<file path="config.mk">
export PLATFORM = sky130hd
export DESIGN_NAME = wdt_keyed
export DESIGN_NICKNAME = d
export VERILOG_FILES = /design/src/rtl/wdt_keyed_pkg.sv /design/src/rtl/wdt_keyed_regs.sv /design/src/rtl/wdt_keyed_counter.sv /design/src/rtl/wdt_keyed_rstgen.sv /design/src/rtl/wdt_keyed.sv
export SDC_FILE = /design/constraint.sdc
export NUM_CORES = 1
export LEC_CHECK = 0
export BUFFER_PORTS_ARGS = -buffer_cell sky130_fd_sc_hd__buf_2
export CORE_MARGIN = 2
export CORE_UTILIZATION = 25
export CTS_CLUSTER_DIAMETER = 60
export DETAILED_ROUTE_END_ITERATION = 12
export SLEW_MARGIN = 40
export SYNTH_ARGS = -nofsm -noshare
export SYNTH_HDL_FRONTEND = slang
export SYNTH_SLANG_ARGS = --single-unit
</file>
<file path="constraint.sdc">
create_clock -name clk_i -period 8.05 [get_ports clk_i]
set_clock_uncertainty 0.05 [all_clocks]
set_input_delay 1.61 -clock clk_i [delete_from_list [all_inputs] [get_ports clk_i]]
set_output_delay 1.61 -clock clk_i [all_outputs]
set_load 0.01 [all_outputs]
</file>
<file path="src/rtl/wdt_keyed_pkg.sv">
package wdt_keyed_pkg;
  localparam int unsigned SEL_W    = 3;
  localparam int unsigned STOP_BIT = 4;
  localparam logic [7:0]  KEY_VAL  = 8'hAC;
  localparam logic [7:0]  EN_RD_VAL = 8'h9A;

  typedef struct packed {
    logic             stop;
    logic [SEL_W-1:0] sel;
  } mode_t;
endpackage

</file>
<file path="src/rtl/wdt_keyed_regs.sv">
module wdt_keyed_regs
  import wdt_keyed_pkg::*;
#(
  parameter int unsigned ADDR_W  = 8,
  parameter logic [ADDR_W-1:0] EN_ADDR = 8'h99
) (
  input  logic              clk_i,
  input  logic              rst_ni,
  input  logic [ADDR_W-1:0] addr_i,
  input  logic              wr_i,
  input  logic              rd_i,
  input  logic              bit_access_i,
  input  logic [7:0]        wdata_i,
  output logic [7:0]        rdata_o,
  output mode_t             mode_o,
  output logic              key_clr_o,
  output logic              viol_o
);
  localparam logic [ADDR_W-1:0] MODE_ADDR = EN_ADDR + 1'b1;

  logic  sel_en, sel_mode;
  mode_t mode_q;
  logic  mode_lock_q;

  assign sel_en   = (addr_i == EN_ADDR);
  assign sel_mode = (addr_i == MODE_ADDR);

  assign key_clr_o = wr_i && sel_en && !bit_access_i && (wdata_i == KEY_VAL);

  // illegal: wrong key, bit op on enable reg, repeated mode write
  assign viol_o = (sel_en && (rd_i || wr_i) && bit_access_i)
               || (sel_en && wr_i && (wdata_i != KEY_VAL))
               || (sel_mode && wr_i && mode_lock_q);

  always_ff @(posedge clk_i or negedge rst_ni) begin
    if (!rst_ni) begin
      mode_q      <= '0;
      mode_lock_q <= 1'b0;
    end else if (sel_mode && wr_i && !mode_lock_q) begin
      mode_q.stop <= wdata_i[STOP_BIT];
      mode_q.sel  <= wdata_i[SEL_W-1:0];
      mode_lock_q <= 1'b1;
    end
  end

  always_comb begin
    rdata_o = '0;
    if (rd_i) begin
      if (sel_en) begin
        rdata_o = EN_RD_VAL;
      end else if (sel_mode) begin
        rdata_o[STOP_BIT]  = mode_q.stop;
        rdata_o[SEL_W-1:0] = mode_q.sel;
      end
    end
  end

  assign mode_o = mode_q;

  AST_MODE_LOCKED: assert property (@(posedge clk_i) disable iff (!rst_ni)
    mode_lock_q |=> (mode_lock_q && $stable(mode_q)));
endmodule

</file>
<file path="src/rtl/wdt_keyed_counter.sv">
module wdt_keyed_counter
  import wdt_keyed_pkg::*;
#(
  parameter int unsigned BASE_EXP = 10
) (
  input  logic             clk_i,
  input  logic             rst_ni,
  input  logic             clk_en_i,
  input  logic             stop_i,
  input  logic [SEL_W-1:0] sel_i,
  input  logic             clr_i,
  output logic             ovf_o
);
  localparam int unsigned CNT_W = BASE_EXP + (2 ** SEL_W) - 1;

  logic [CNT_W-1:0] cnt_q;
  logic [CNT_W:0]   span;
  logic [CNT_W-1:0] last;
  logic             tick;

  assign tick = clk_en_i && !stop_i;
  assign span = (CNT_W+1)'(1) << (BASE_EXP + int'(sel_i));
  assign last = CNT_W'(span - 1'b1);
  assign ovf_o = tick && !clr_i && (cnt_q >= last);

  always_ff @(posedge clk_i or negedge rst_ni) begin
    if (!rst_ni)      cnt_q <= '0;
    else if (clr_i)   cnt_q <= '0;
    else if (ovf_o)   cnt_q <= '0;
    else if (tick)    cnt_q <= cnt_q + 1'b1;
  end

  AST_KEY_CLEARS: assert property (@(posedge clk_i) disable iff (!rst_ni)
    clr_i |=> (cnt_q == '0));
  AST_STOP_FROZEN: assert property (@(posedge clk_i) disable iff (!rst_ni)
    (stop_i && !clr_i) |=> $stable(cnt_q));
  AST_HALT_FROZEN: assert property (@(posedge clk_i) disable iff (!rst_ni)
    (!clk_en_i && !clr_i) |=> $stable(cnt_q));
endmodule

</file>
<file path="src/rtl/wdt_keyed_rstgen.sv">
module wdt_keyed_rstgen (
  input  logic clk_i,
  input  logic rst_ni,
  input  logic clk_en_i,
  input  logic evt_i,
  output logic req_o
);
  logic pend_q, req_q, want;

  assign want = evt_i || pend_q;

  always_ff @(posedge clk_i or negedge rst_ni) begin
    if (!rst_ni) begin
      pend_q <= 1'b0;
      req_q  <= 1'b0;
    end else begin
      req_q  <= want && clk_en_i && !req_q;
      pend_q <= want && (!clk_en_i || req_q);
    end
  end

  assign req_o = req_q;

  AST_REQ_ONE_CYCLE: assert property (@(posedge clk_i) disable iff (!rst_ni)
    req_q |=> !req_q);
  AST_NO_REQ_HALTED: assert property (@(posedge clk_i) disable iff (!rst_ni)
    !clk_en_i |=> !req_q);
  AST_PEND_ISSUE: assert property (@(posedge clk_i) disable iff (!rst_ni)
    (pend_q && clk_en_i && !req_q) |=> req_q);
endmodule

</file>
<file path="src/rtl/wdt_keyed.sv">
module wdt_keyed
  import wdt_keyed_pkg::*;
#(
  parameter int unsigned ADDR_W   = 8,
  parameter logic [ADDR_W-1:0] EN_ADDR = 8'h99,
  parameter int unsigned BASE_EXP = 10
) (
  input  logic              clk_i,
  input  logic              rst_ni,
  input  logic              clk_en_i,
  input  logic              strap_stoppable_i,
  input  logic [ADDR_W-1:0] addr_i,
  input  logic              wr_i,
  input  logic              rd_i,
  input  logic              bit_access_i,
  input  logic [7:0]        wdata_i,
  output logic [7:0]        rdata_o,
  output logic              wdt_rst_req_o
);
  mode_t mode;
  logic  key_clr, viol, ovf, stop;

  wdt_keyed_regs #(.ADDR_W(ADDR_W), .EN_ADDR(EN_ADDR)) u_regs (
    .clk_i, .rst_ni, .addr_i, .wr_i, .rd_i, .bit_access_i, .wdata_i,
    .rdata_o, .mode_o(mode), .key_clr_o(key_clr), .viol_o(viol)
  );

  assign stop = strap_stoppable_i && mode.stop;

  wdt_keyed_counter #(.BASE_EXP(BASE_EXP)) u_cnt (
    .clk_i, .rst_ni, .clk_en_i, .stop_i(stop), .sel_i(mode.sel),
    .clr_i(key_clr), .ovf_o(ovf)
  );

  wdt_keyed_rstgen u_rst (
    .clk_i, .rst_ni, .clk_en_i, .evt_i(viol || ovf), .req_o(wdt_rst_req_o)
  );

  AST_BAD_KEY_REQ: assert property (@(posedge clk_i) disable iff (!rst_ni)
    (wr_i && addr_i == EN_ADDR && wdata_i != KEY_VAL && clk_en_i && !wdt_rst_req_o)
    |=> wdt_rst_req_o);
endmodule

</file>
==> summary.txt, run 1 <==
Status
  • Status: completed

Pwr
  • Internal power: approximately 0.21 mW
  • Power Density: approximately 150 nW/um2
  • Lkg Pwr: between 0.9 and 1 nW
  • Switching Fraction: 36.2%
  • Reg power frac: approximately half
  • Clock Power Share: 22.2%
  • Sw Pwr: between 0.1 and 0.15 mW
  • Total Power: around 0.32 mW
  • Comb pwr share: 25.9%
  • Peak supply drop: about 47 uV

Synthesis
  • Post-Syn Instances: 211
  • Post-synthesis cell area: between 1500 and 2000 um2
  • Asr flop ratio synth: 100%
  • Synthesized flop and latch total: 24
  • Synthesized area per cell: approximately 8.7 um2
  • Post-synthesis adder-cell area fraction: between 10% and 20%
  • Unique masters post-synth: 45
  • XOR/XNOR Fraction of Synth Area: 0.954%
  • Most frequent cells after synthesis: nand2_1, dfrtp_1, ha_1
  • Simple-gate share of the synthesized area: 21.9%
  • Compound-Gate Fraction of Synth Area: between 20 and 25%
  • Post-synth EDFFs: 0
  • Top-area cell type share of the netlist area: 32.7%
  • Leading area contributor after synthesis: dfrtp_1
  • Post-synthesis sequential area ratio: between 30% and 40%
  • Synth Flop Type: dfrtp_1
  • Largest family of logic cells by synthesized area: compound AO/OA/AOI/OAI gates
  • Top-count cell post-synth: nand2_1
  • Synth top area cells: dfrtp_1, ha_1, nand2_1, a21oi_1, a31oi_1
  • Synth warn: 0
  • Multiplexer share of the synthesized area: under 10%

CTS
  • Setup repair bufs after CTS: 0
  • CTS tree: yes
  • Htree depth: 1
  • Hold buffers post-CTS: 0
  • CTS buffer count: 3
  • Clock sinks: 24
  • Number of gates resized after CTS: 0
  • Worst-skew pair later-pin latency: between 0.2 and 0.3 ns
  • CTS clk-pin slew, worst paths: around 0.080 ns
  • Clock buffer depth: 2
  • Root buffer cell: clkbuf_8

Critical path
  • WP buf/inv: 2
  • R2R cell count: 12
  • Slowest cell delay on critical path: between 0.2 and 0.25 ns
  • Kind of critical path: primary input to primary output
  • CP startpoint kind: primary input
  • Worst R2R Setup Slack: around 4.5 ns
  • Reg-to-Reg End: u_cnt.cnt_q[7]$_DFFE_PN0P_
  • Cells along the critical path: buf_2 > nand4bb_1 > nor3_1 > nand2_1 > nor3_1 > buf_2
  • Family with the most delay on the worst path: simple AND/OR/NAND/NOR gates
  • CP Data Arrival Time: approximately 2.6 ns
  • Slowest stage cell on the critical path: nor3_1
  • CP required: around 6.4 ns
  • CP Max Fanout: 5
  • Critical path capture point type: primary output
  • Reg-to-reg startpoint: u_regs.mode_o[1]$_DFFE_PN0P_

Routing
  • DRC: 0
  • Via count: ~1600
  • DRT Wirelength: about 4000 um
  • Drt pass-1 iters: 4
  • Post-DRT Antenna Nets: 0
  • Wire per inst: 12.3 um
  • Via-to-Cell Ratio: between 4 and 5
  • Initial drt markers: 68

Run
  • Max_cap viols: 0

Min path
  • Hold_sp: u_rst.req_o$_DFF_PN0_
  • Hold Path Class: flop to flop
  • WHS Endpoint: u_rst.req_o$_DFF_PN0_
  • Hold Path Depth: 1

Finish
  • Fillers: about 760
  • Fraction of final layout cells sized beyond drive strength 1: 16.9%
  • Fin util: 29.2%
  • # diodes: 0
  • Area growth syn-to-layout: 14.2%
  • Final net count: 281

STA
  • RSZ-0062 raised after global routing: no
  • Max frequency: roughly 0.23 GHz
  • Setup violations, final: 0
  • Hold Fails Final Rpt: 0
  • Worst slew pin tran: 0.662 ns
  • Final Cycle Share: a little over half
  • Slew Limit Fails: 0
  • Post-layout minimum cycle time: ~4.3 ns
  • Relative slew slack: 55.9%
  • Total Neg Setup Slack: 0 ns

Global routing
  • Initial antenna violation count: 0
  • All-Layer GR Usage: 10.6%
  • Vias in the first global route: approximately 1500
  • Global-route wire length before repair: approximately 7000 um
  • Total gr overflow: 0
  • Largest net degree at the start of global routing: 25

Floorplanning
  • Die Ht: 89.7 um
  • Full die area: about 8000 um2
  • # rows: 31
  • Num ports: 32
  • Die width: between 80 and 90 um
  • Initial Util: between 20% and 30%
  • Core footprint: between 7000 and 8000 um2

Placement
  • Routability Congestion: a little over 0.8
  • Buffers added on ports: 29
  • HPWL after DPL: 3150 um
==> metrics by stage <==
stage	hold slack, ns	instance area (um2)	cells	worst slack [ns]
floorplan	0.418	1850	215	3.90
global placement	0.395	2050	333	3.81
detailed placement	0.406	2060	333	3.75
CTS	0.425	2100	336	3.75
global route	0.446	2100	336	3.58
finish	0.423	2100	336	3.75
==> worst max-delay path by stage <==
stage                         start          to  slack [ns]  cells after the start
final                     addr_i[5]  rdata_o[0]        3.75                      6
after global routing      addr_i[5]  rdata_o[2]        3.58                      6
after CTS                 addr_i[5]  rdata_o[0]        3.75                      6
after detailed placement  addr_i[5]  rdata_o[0]        3.75                      6
after global placement    addr_i[5]  rdata_o[0]        3.81                      6
after floorplan           addr_i[5]  rdata_o[7]        3.90                      5
==> layout by cell type (no fill, tap or decap), types with 2 or more instances in the layout <==
master / count
clkbuf_8: 3
nor2b_1: 2
nand2b_1: 4
and3_1: 3
nand2_1: 25
or4_1: 2
mux2i_1: 3
nor4_1: 2
nand3_1: 10
a41oi_1: 3
a31o_2: 2
nand4_1: 6
dfrtp_1: 24
a31oi_1: 10
conb_1: 5
nor2_1: 11
a41oi_2: 3
inv_1: 10
xnor2_1: 2
nor3_1: 8
a21oi_1: 18
o21ai_0: 9
o21a_1: 3
o211ai_1: 2
ha_1: 19
a211oi_1: 2
buf_2: 29
==> power by group through the flow <==
| stage | registers [mW] | logic (mW) | clock network [mW] |
|---|---|---|---|
| finish | 0.169 | 0.0843 | 0.0721 |
| global route | 0.173 | 0.0997 | 0.0793 |
| CTS | 0.168 | 0.0852 | 0.0745 |
| detailed placement | 0.170 | 0.0850 | 0 |
| global placement | 0.169 | 0.0837 | 0 |
| floorplan | 0.157 | 0.0744 | 0 |
==> layer usage <==
layer / GRT usage [%] / vias up / share of wire, %
li1: - / 837 / -
met1: 14.2 / 744 / 48
met2: 17.6 / 9 / 49
met3: 0.914 / 6 / 1.0
met4: 4.07 / 0 / 1.8
met5: 0 / - / 0
==> cell families (layout without fill, tap and decap cells) <==
group	count (synthesis)	count (layout)
buf+inv	20	42
xor+xnor	2	2
compound gates	62	62
mux	4	4
other cells	1	5
fa+ha+maj	19	19
simple gates	79	79
flops	24	24
==> flip-flops by register name (all words and copies together) (netlist names) <==
name and flops:
u_cnt.cnt_q 17, u_regs.mode_o 4, u_regs.mode_lock_q 1, u_rst.pend_q 1, u_rst.req_o 1
==> layout make-up <==
cell class	instances	area, um2	share of cell area (%)
Clock buffer	3	41.3	1.97
Inverter	10	37.5	1.79
Multi-Input combinational cell	171	1150	54.8
Sequential cell	24	601	28.6
Tap cell	99	124	5.91
Timing Repair Buffer	29	145	6.92
Power figures use the tool's default switching activity.
==> run 2: changes to the inputs <==
--- a/config.mk
+++ b/config.mk
@@ -5,6 +5,7 @@
 export SDC_FILE = /design/constraint.sdc
 export NUM_CORES = 1
 export LEC_CHECK = 0
+export ABC_AREA = 1
 export BUFFER_PORTS_ARGS = -buffer_cell sky130_fd_sc_hd__buf_2
 export CORE_MARGIN = 2
 export CORE_UTILIZATION = 25
==> constraint.sdc (replaced) <==
create_clock -name clk_i -period 3.61 [get_ports clk_i]
set_clock_uncertainty 0.05 [all_clocks]
set_input_delay 0.722 -clock clk_i [delete_from_list [all_inputs] [get_ports clk_i]]
set_output_delay 0.722 -clock clk_i [all_outputs]
set_load 0.01 [all_outputs]
==> summary.txt, run 2 <==
Floorplanning
  • Die width: 93.2 um (+4.0%)
  • Full die area: 8690 um2 (+8.1%)
  • # rows: 32 (+3.2%)
  • Core footprint: 7730 um2 (+7.7%)
  • Initial Util: 25.8% (+0.18 points)
  • Num ports: 32 (unchanged)
  • Die Ht: 93.2 um (+4.0%)

Synthesis
  • Largest family of logic cells by synthesized area: simple AND/OR/NAND/NOR gates
  • Top-count cell post-synth: nand2_1
  • Synth Flop Type: dfrtp_1
  • Most frequent cells after synthesis: nand2_1, inv_1, nor2_1
  • Synthesized area per cell: 7.13 um2 (-18%)
  • Post-synth EDFFs: 0 (unchanged)
  • Synthesized flop and latch total: 24 (unchanged)
  • Synth top area cells: dfrtp_1, nand2_1, ha_1, inv_1, nor2_1
  • Compound-Gate Fraction of Synth Area: 9.93% (-13 points)
  • Synth warn: 0 (unchanged)
  • Post-synthesis adder-cell area fraction: 11.9% (-1.0 points)
  • Post-synthesis sequential area ratio: 30.2% (-2.6 points)
  • XOR/XNOR Fraction of Synth Area: 6.60% (+5.6 points)
  • Post-synthesis cell area: 1990 um2 (+8.5%)
  • Top-area cell type share of the netlist area: 30.2% (-2.6 points)
  • Simple-gate share of the synthesized area: 31.4% (+9.5 points)
  • Unique masters post-synth: 26 (-42%)
  • Leading area contributor after synthesis: dfrtp_1
  • Multiplexer share of the synthesized area: 0% (-2.2 points)
  • Post-Syn Instances: 279 (+32%)
  • Asr flop ratio synth: 100% (unchanged)

STA
  • Relative slew slack: 52.9% (-3.0 points)
  • RSZ-0062 raised after global routing: no
  • Hold Fails Final Rpt: 0 (unchanged)
  • Post-layout minimum cycle time: about 3 ns
  • Total Neg Setup Slack: 0 ns (unchanged)
  • Max frequency: ~0.33 GHz
  • Slew Limit Fails: 0 (unchanged)
  • Final Cycle Share: about 83%
  • Worst slew pin tran: 0.706 ns (+0.0448 ns)
  • Setup violations, final: 0 (unchanged)
  • Hold_ws: 0.374 ns (-0.0491 ns)

Global routing
  • Global-route wire length before repair: 7610 um (+12%)
  • All-Layer GR Usage: 10.7% (+0.13 points)
  • Largest net degree at the start of global routing: 25 (unchanged)
  • Vias in the first global route: 1756 (+16%)
  • Total gr overflow: 0 (unchanged)
  • Initial antenna violation count: 0 (unchanged)

Routing
  • DRT Wirelength: 4350 um (+5.7%)
  • Wire per inst: 10.5 um (-14%)
  • Via-to-Cell Ratio: 4.29 (-9.8%)
  • DRC: 0 (unchanged)
  • Post-DRT Antenna Nets: 0 (unchanged)
  • Drt pass-1 iters: 4 (unchanged)
  • Via count: 1770 (+11%)
  • Initial drt markers: 59 (-13%)

Critical path
  • CP dominant cell by count: nor2_1
  • CP Data Arrival Time: 3.13 ns (+0.49 ns)
  • CP required: 3.75 ns (-2.64 ns)
  • Slowest cell delay on critical path: 0.44 ns (+0.20 ns)
  • CP Max Fanout: 14 (+9)
  • CP startpoint kind: flop
  • Reg-to-reg startpoint: u_regs.mode_o[1]$_DFFE_PN0P_
  • Slowest stage cell on the critical path: dfrtp_1
  • R2R cell count: 15 (+3)
  • Cells along the critical path: inv_1 > ha_1 > nor2_1 > inv_1 > nor2_1 > nor3_1 > xor2_1 > ha_1 > nand2_1 > nor2_1 > nand3_1 > nor2_1 > nor2_2 > nand3_2 > o21ai_0
  • Reg-to-Reg End: u_cnt.cnt_q[2]$_DFFE_PN0P_
  • Critical path capture point type: flop
  • Worst R2R Setup Slack: 0.62 ns (-3.85 ns)
  • Kind of critical path: flop to flop

CTS
  • Worst-skew pair later-pin latency: 0.27 ns (about the same)
  • Setup repair bufs after CTS: 0 (unchanged)
  • Root buffer cell: clkbuf_8
  • Clock sinks: 24 (unchanged)
  • Number of gates resized after CTS: 0 (unchanged)
  • Clock buffer depth: 2 (unchanged)
  • Htree depth: 1 (unchanged)
  • CTS tree: yes
  • Hold buffers post-CTS: 0 (unchanged)
  • CTS buffer count: 3 (unchanged)
  • CTS clk-pin slew, worst paths: 0.09 ns (about the same)

Pwr
  • Reg power frac: 53.0% (+1.1 points)
  • Peak supply drop: 160 uV (+240%)
  • Power Density: 274 nW/um2 (+77%)
  • Switching Fraction: 30.5% (-5.7 points)
  • Internal power: 0.436 mW (+110%)
  • Sw Pwr: 0.192 mW (+63%)
  • Comb pwr share: 16.6% (-9.3 points)
  • Clock Power Share: 30.4% (+8.2 points)
  • Lkg Pwr: 1.16 nW (+19%)

Placement
  • Buffers added on ports: 29 (unchanged)
  • HPWL after DPL: 3420 um (+8.7%)
  • Routability Congestion: 0.859 (+6.1%)

Finish
  • # diodes: 0 (unchanged)
  • Commonest non-fill, non-tap cell in the layout: nand2_1
  • Area growth syn-to-layout: 15.1%
  • Largest register FFs: 17 (unchanged)
  • Final net count: 354 (+26%)
  • Most frequent cells in the layout: nand2_1, inv_1, nor2_1
  • Fillers: 846 (+11%)
  • Biggest register: u_cnt.cnt_q
  • Fraction of final layout cells sized beyond drive strength 1: 17.0% (+0.16 points)

Min path
  • Hold Path Class: primary input to async pin

Run
  • Max_cap viols: 0 (unchanged)

Status
  • Status: completed
==> run 2: changes by cell type in the layout (fill, tap and decap cells not counted), sizes merged, moves of 3 or more <==
cell,previous run,this run
and3,3,0
xnor2,2,7
nand3,10,17
a41oi,6,0
a21oi,18,8
mux2i,3,0
nand2b,4,0
a31oi,10,0
xor2,0,8
o21a,3,0
nor2,11,38
nand2,25,73
o21ai,9,21
inv,10,41
==> run 2: layer usage <==
layer  vias to the layer above  global-route usage (%)  wire length [um]
li1                        938                       -                 -
met5                         -                       0                 0
met2                         9                    18.5              2200
met1                       818                    13.9              2050
met3                         5                    1.45                55
met4                         0                    3.31                52
==> run 2: metrics by stage <==
step	instance area (um2)	instances	util (%)	power, mW	setup slack (ns)
after CTS	2290	413	29.7	0.633	0.603
after detailed placement	2240	409	29.0	0.443	0.634
after floorplan	2010	283	-	0.405	1.07
after global placement	2240	409	29.0	0.438	0.702
final	2290	413	29.7	0.628	0.620
after global routing	2290	413	29.7	0.661	0.268
==> run 2: final cells by class <==
type | count | area [um2] | area share [%]
inverters | 41 | 154 | 6.71
flip-flops and latches | 24 | 601 | 26.2
repair buffers | 29 | 145 | 6.33
well taps | 102 | 128 | 5.57
multi-input cells | 213 | 1210 | 52.8
clock buffers | 4 | 55.1 | 2.40
==> run 2: worst max path at each step <==
stage | from | to | slack, ns | cells past startpoint
floorplan | u_regs.mode_o[1]$_DFFE_PN0P_ | u_cnt.cnt_q[9]$_DFFE_PN0P_ | 1.07 | 16
global placement | u_regs.mode_o[1]$_DFFE_PN0P_ | u_cnt.cnt_q[2]$_DFFE_PN0P_ | 0.70 | 15
detailed placement | u_regs.mode_o[1]$_DFFE_PN0P_ | u_cnt.cnt_q[4]$_DFFE_PN0P_ | 0.63 | 15
CTS | u_regs.mode_o[1]$_DFFE_PN0P_ | u_cnt.cnt_q[3]$_DFFE_PN0P_ | 0.60 | 15
global route | u_regs.mode_o[1]$_DFFE_PN0P_ | u_cnt.cnt_q[4]$_DFFE_PN0P_ | 0.27 | 15
finish | u_regs.mode_o[1]$_DFFE_PN0P_ | u_cnt.cnt_q[2]$_DFFE_PN0P_ | 0.62 | 15
==> run 2: logic make-up after synthesis <==
family / Yosys count
adder cells (fa/ha/maj): 19
other: 1
XOR/XNOR: 15
buffers and inverters: 46
AO/OA/AOI/OAI: 31
flip-flops: 24
AND/OR/NAND/NOR: 143
==> run 2: worst max-delay path, delay by kind of cell, from the launching register on <==
kind,cells,cell delay [ns]
simple gates,9,1.11
fa+ha+maj,2,0.66
flops,1,0.44
compound gates,1,0.27
buf+inv,2,0.23
xor+xnor,1,0.15
==> run 2: power groups by stage <==
stage	clock [mW]	sequential (mW)	combinational, mW
global placement	0	0.336	0.102
floorplan	0	0.328	0.0773
CTS	0.195	0.332	0.105
detailed placement	0	0.338	0.105
finish	0.191	0.333	0.104
global route	0.204	0.336	0.121
==> run 3: changes to the inputs <==
--- a/config.mk
+++ b/config.mk
@@ -5,7 +5,7 @@
 export SDC_FILE = /design/constraint.sdc
 export NUM_CORES = 1
 export LEC_CHECK = 0
-export ABC_AREA = 1
+export ABC_AREA = 0
 export BUFFER_PORTS_ARGS = -buffer_cell sky130_fd_sc_hd__buf_2
 export CORE_MARGIN = 2
 export CORE_UTILIZATION = 25
==> constraint.sdc (replaced) <==
create_clock -name clk_i -period 3.15 [get_ports clk_i]
set_clock_uncertainty 0.05 [all_clocks]
set_input_delay 0.63 -clock clk_i [delete_from_list [all_inputs] [get_ports clk_i]]
set_output_delay 0.63 -clock clk_i [all_outputs]
set_load 0.01 [all_outputs]
==> summary.txt, run 3 (synthesis gave the netlist of run 1 again) <==
Critical path
  • R2R cell count: 14 (-1)
  • Family with the most delay on the worst path: compound AO/OA/AOI/OAI gates
  • Reg-to-Reg End: u_cnt.cnt_q[14]$_DFFE_PN0P_
  • CP required: 3.29 ns (-0.46 ns)
  • Reg-to-reg startpoint: u_regs.mode_o[1]$_DFFE_PN0P_
  • CP Max Fanout: 9 (-5)
  • Critical path capture point type: flop
  • Slowest cell delay on critical path: 0.39 ns (-0.05 ns)
  • Cells along the critical path: buf_4 > ha_1 > nor2_2 > nor4_2 > a21o_1 > a21oi_1 > ha_1 > a21oi_1 > o221ai_1 > a21oi_2 > and3_1 > buf_4 > a41oi_1 > a31oi_1
  • Worst R2R Setup Slack: 0.23 ns (-0.39 ns)
  • CP startpoint kind: flop
  • CP Data Arrival Time: 3.05 ns (-0.08 ns)
  • Kind of critical path: flop to flop
  • WP buf/inv: 2 (unchanged)
  • Slowest stage cell on the critical path: dfrtp_1

Finish
  • Non-Filler Instances: 346 (-16%)
  • Largest register FFs: 17 (unchanged)
  • Final net count: 290 (-18%)
  • Most frequent cells in the layout: buf_2, nand2_1, dfrtp_1
  • Biggest register: u_cnt.cnt_q
  • Commonest non-fill, non-tap cell in the layout: buf_2
  • Area growth syn-to-layout: 20.5%
  • Fraction of final layout cells sized beyond drive strength 1: 23.9% (+6.8 points)
  • Fillers: 763 (-9.8%)
  • # diodes: 0 (unchanged)

Routing
  • DRT Wirelength: 4250 um (-2.4%)
  • Via-to-Cell Ratio: 4.72 (+10%)
  • Post-DRT Antenna Nets: 0 (unchanged)
  • Initial drt markers: 101 (+71%)
  • Via count: 1632 (-7.8%)
  • Drt pass-1 iters: 4 (unchanged)
  • Wire per inst: 12.3 um (+16%)
  • DRC: 0 (unchanged)

CTS
  • CTS buffer count: 3 (unchanged)
  • Clock buffer depth: 2 (unchanged)
  • Root buffer cell: clkbuf_8
  • Worst-skew pair later-pin latency: 0.26 ns (about the same)
  • Hold buffers post-CTS: 0 (unchanged)
  • CTS tree: yes
  • Clock sinks: 24 (unchanged)
  • CTS clk-pin slew, worst paths: 0.09 ns (about the same)
  • Htree depth: 1 (unchanged)

Global routing
  • Vias in the first global route: 1455 (-17%)
  • All-Layer GR Usage: 10.9% (+0.22 points)
  • Global-route wire length before repair: 6940 um (-8.8%)
  • Total gr overflow: 0 (unchanged)
  • Initial antenna violation count: 0 (unchanged)
  • Largest net degree at the start of global routing: 25 (unchanged)

STA
  • Relative slew slack: 63.0% (+10 points)
  • Max frequency: 0.343 GHz (+2.5%)
  • Final Cycle Share: 92.6% (+9.8 points)
  • Setup violations, final: 0 (unchanged)
  • Worst slew pin tran: 0.554 ns (-0.152 ns)
  • Slew Limit Fails: 0 (unchanged)
  • Fin worst setup slack: 0.234 ns (-0.387 ns)
  • Post-layout minimum cycle time: 2.92 ns (-0.0733 ns)
  • Total Neg Setup Slack: 0 ns (unchanged)
  • Hold Fails Final Rpt: 0 (unchanged)

Run
  • Max_cap viols: 0 (unchanged)

Floorplanning
  • Core footprint: 7180 um2 (-7.1%)
  • # rows: 31 (-3.1%)
  • Num ports: 32 (unchanged)
  • Full die area: 8040 um2 (-7.5%)
  • Initial Util: 25.6% (-0.18 points)
  • Die width: 89.7 um (-3.8%)
  • Die Ht: 89.7 um (-3.8%)

Placement
  • Routability Congestion: 0.816 (-5.0%)
  • Buffers added on ports: 29 (unchanged)
  • Placed Instances: 339 (-17%)
  • HPWL after DPL: 3230 um (-5.7%)
  • Setup WS pre-CTS: 0.0167 ns (-0.617 ns)

Min path
  • Hold Path Class: primary input to async pin

Pwr
  • Power Density: 398 nW/um2 (+45%)
  • Lkg Pwr: 1.03 nW (-11%)
  • Peak supply drop: 170 uV (+6.4%)
  • Total Power: 0.880 mW (+40%)

Status
  • Status: completed
run 3: cell types whose count changed in the layout (fill, tap and decap cells not counted), moves of 8 or more:
cell / delta
a21oi_1: +10
a31oi_1: +10
buf_4: +9
inv_1: -32
nand2_1: -46
nor2_1: -22
o21ai_2: -9
xor2_1: -8
run 3: cell type report:
cell class                      instances  area, um2  area share [%]
Multi-Input combinational cell        171       1180            53.5
Timing Repair Buffer                   38        213            9.62
Sequential cell                        24        601            27.1
Inverter                               10       37.5            1.70
Clock buffer                            4       55.1            2.49
Tap cell                               99        124            5.60
run 3: worst register-to-register path, delay by kind of cell, from the launching register on:
kind / cells / cell delay [ns]
AOI/OAI and AO/OA: 7 / 1.18
adders and majority gates: 2 / 0.48
DFF: 1 / 0.39
and+or+nand+nor: 3 / 0.39
buffers and inverters: 2 / 0.34
run 3: how the worst max path moves through the flow:
stage,startpoint,endpoint,slack (ns),cells past startpoint
after floorplan,u_regs.mode_o[1]$_DFFE_PN0P_,u_cnt.cnt_q[16]$_DFFE_PN0P_,0.13,14
after global placement,u_regs.mode_o[2]$_DFFE_PN0P_,u_cnt.cnt_q[6]$_DFFE_PN0P_,0.1,12
after detailed placement,u_regs.mode_o[2]$_DFFE_PN0P_,u_cnt.cnt_q[9]$_DFFE_PN0P_,0.02,12
after CTS,u_regs.mode_o[2]$_DFFE_PN0P_,u_cnt.cnt_q[16]$_DFFE_PN0P_,0.04,12
after global routing,u_regs.mode_o[2]$_DFFE_PN0P_,u_cnt.cnt_q[14]$_DFFE_PN0P_,-0.009,13
final,u_regs.mode_o[1]$_DFFE_PN0P_,u_cnt.cnt_q[14]$_DFFE_PN0P_,0.23,14
run 3: power by group:
part           internal (mW)  leakage, nW  switching [mW]
sequential             0.351        0.302          0.0762
clock                  0.112       0.0288           0.101
combinational          0.107        0.702           0.134
total                  0.569         1.03           0.311
run 3: layer usage:
| metal | up-vias | wire length [um] | global-route usage, % |
|---|---|---|---|
| li1 | 850 | - | - |
| met1 | 774 | 2100 | 16.0 |
| met2 | 6 | 2070 | 17.2 |
| met3 | 2 | 31 | 1.10 |
| met4 | 0 | 40 | 2.85 |
| met5 | - | 0 | 0 |
run 3: repair_timing:
action,in CTS,in global routing
resized for setup,1,9
endpoints found under the hold margin,0,0
pin swaps,0,3
setup endpoints to repair,2,17
setup buffers,0,3
run 3: metrics by stage:
stage / cell area, um2 / util (%) / hold slack [ns]
after floorplan: 1850 / - / 0.284
after global placement: 2090 / 29.2 / 0.396
after detailed placement: 2090 / 29.2 / 0.420
after CTS: 2150 / 30.0 / 0.316
after global routing: 2210 / 30.8 / 0.345
final: 2210 / 30.8 / 0.295
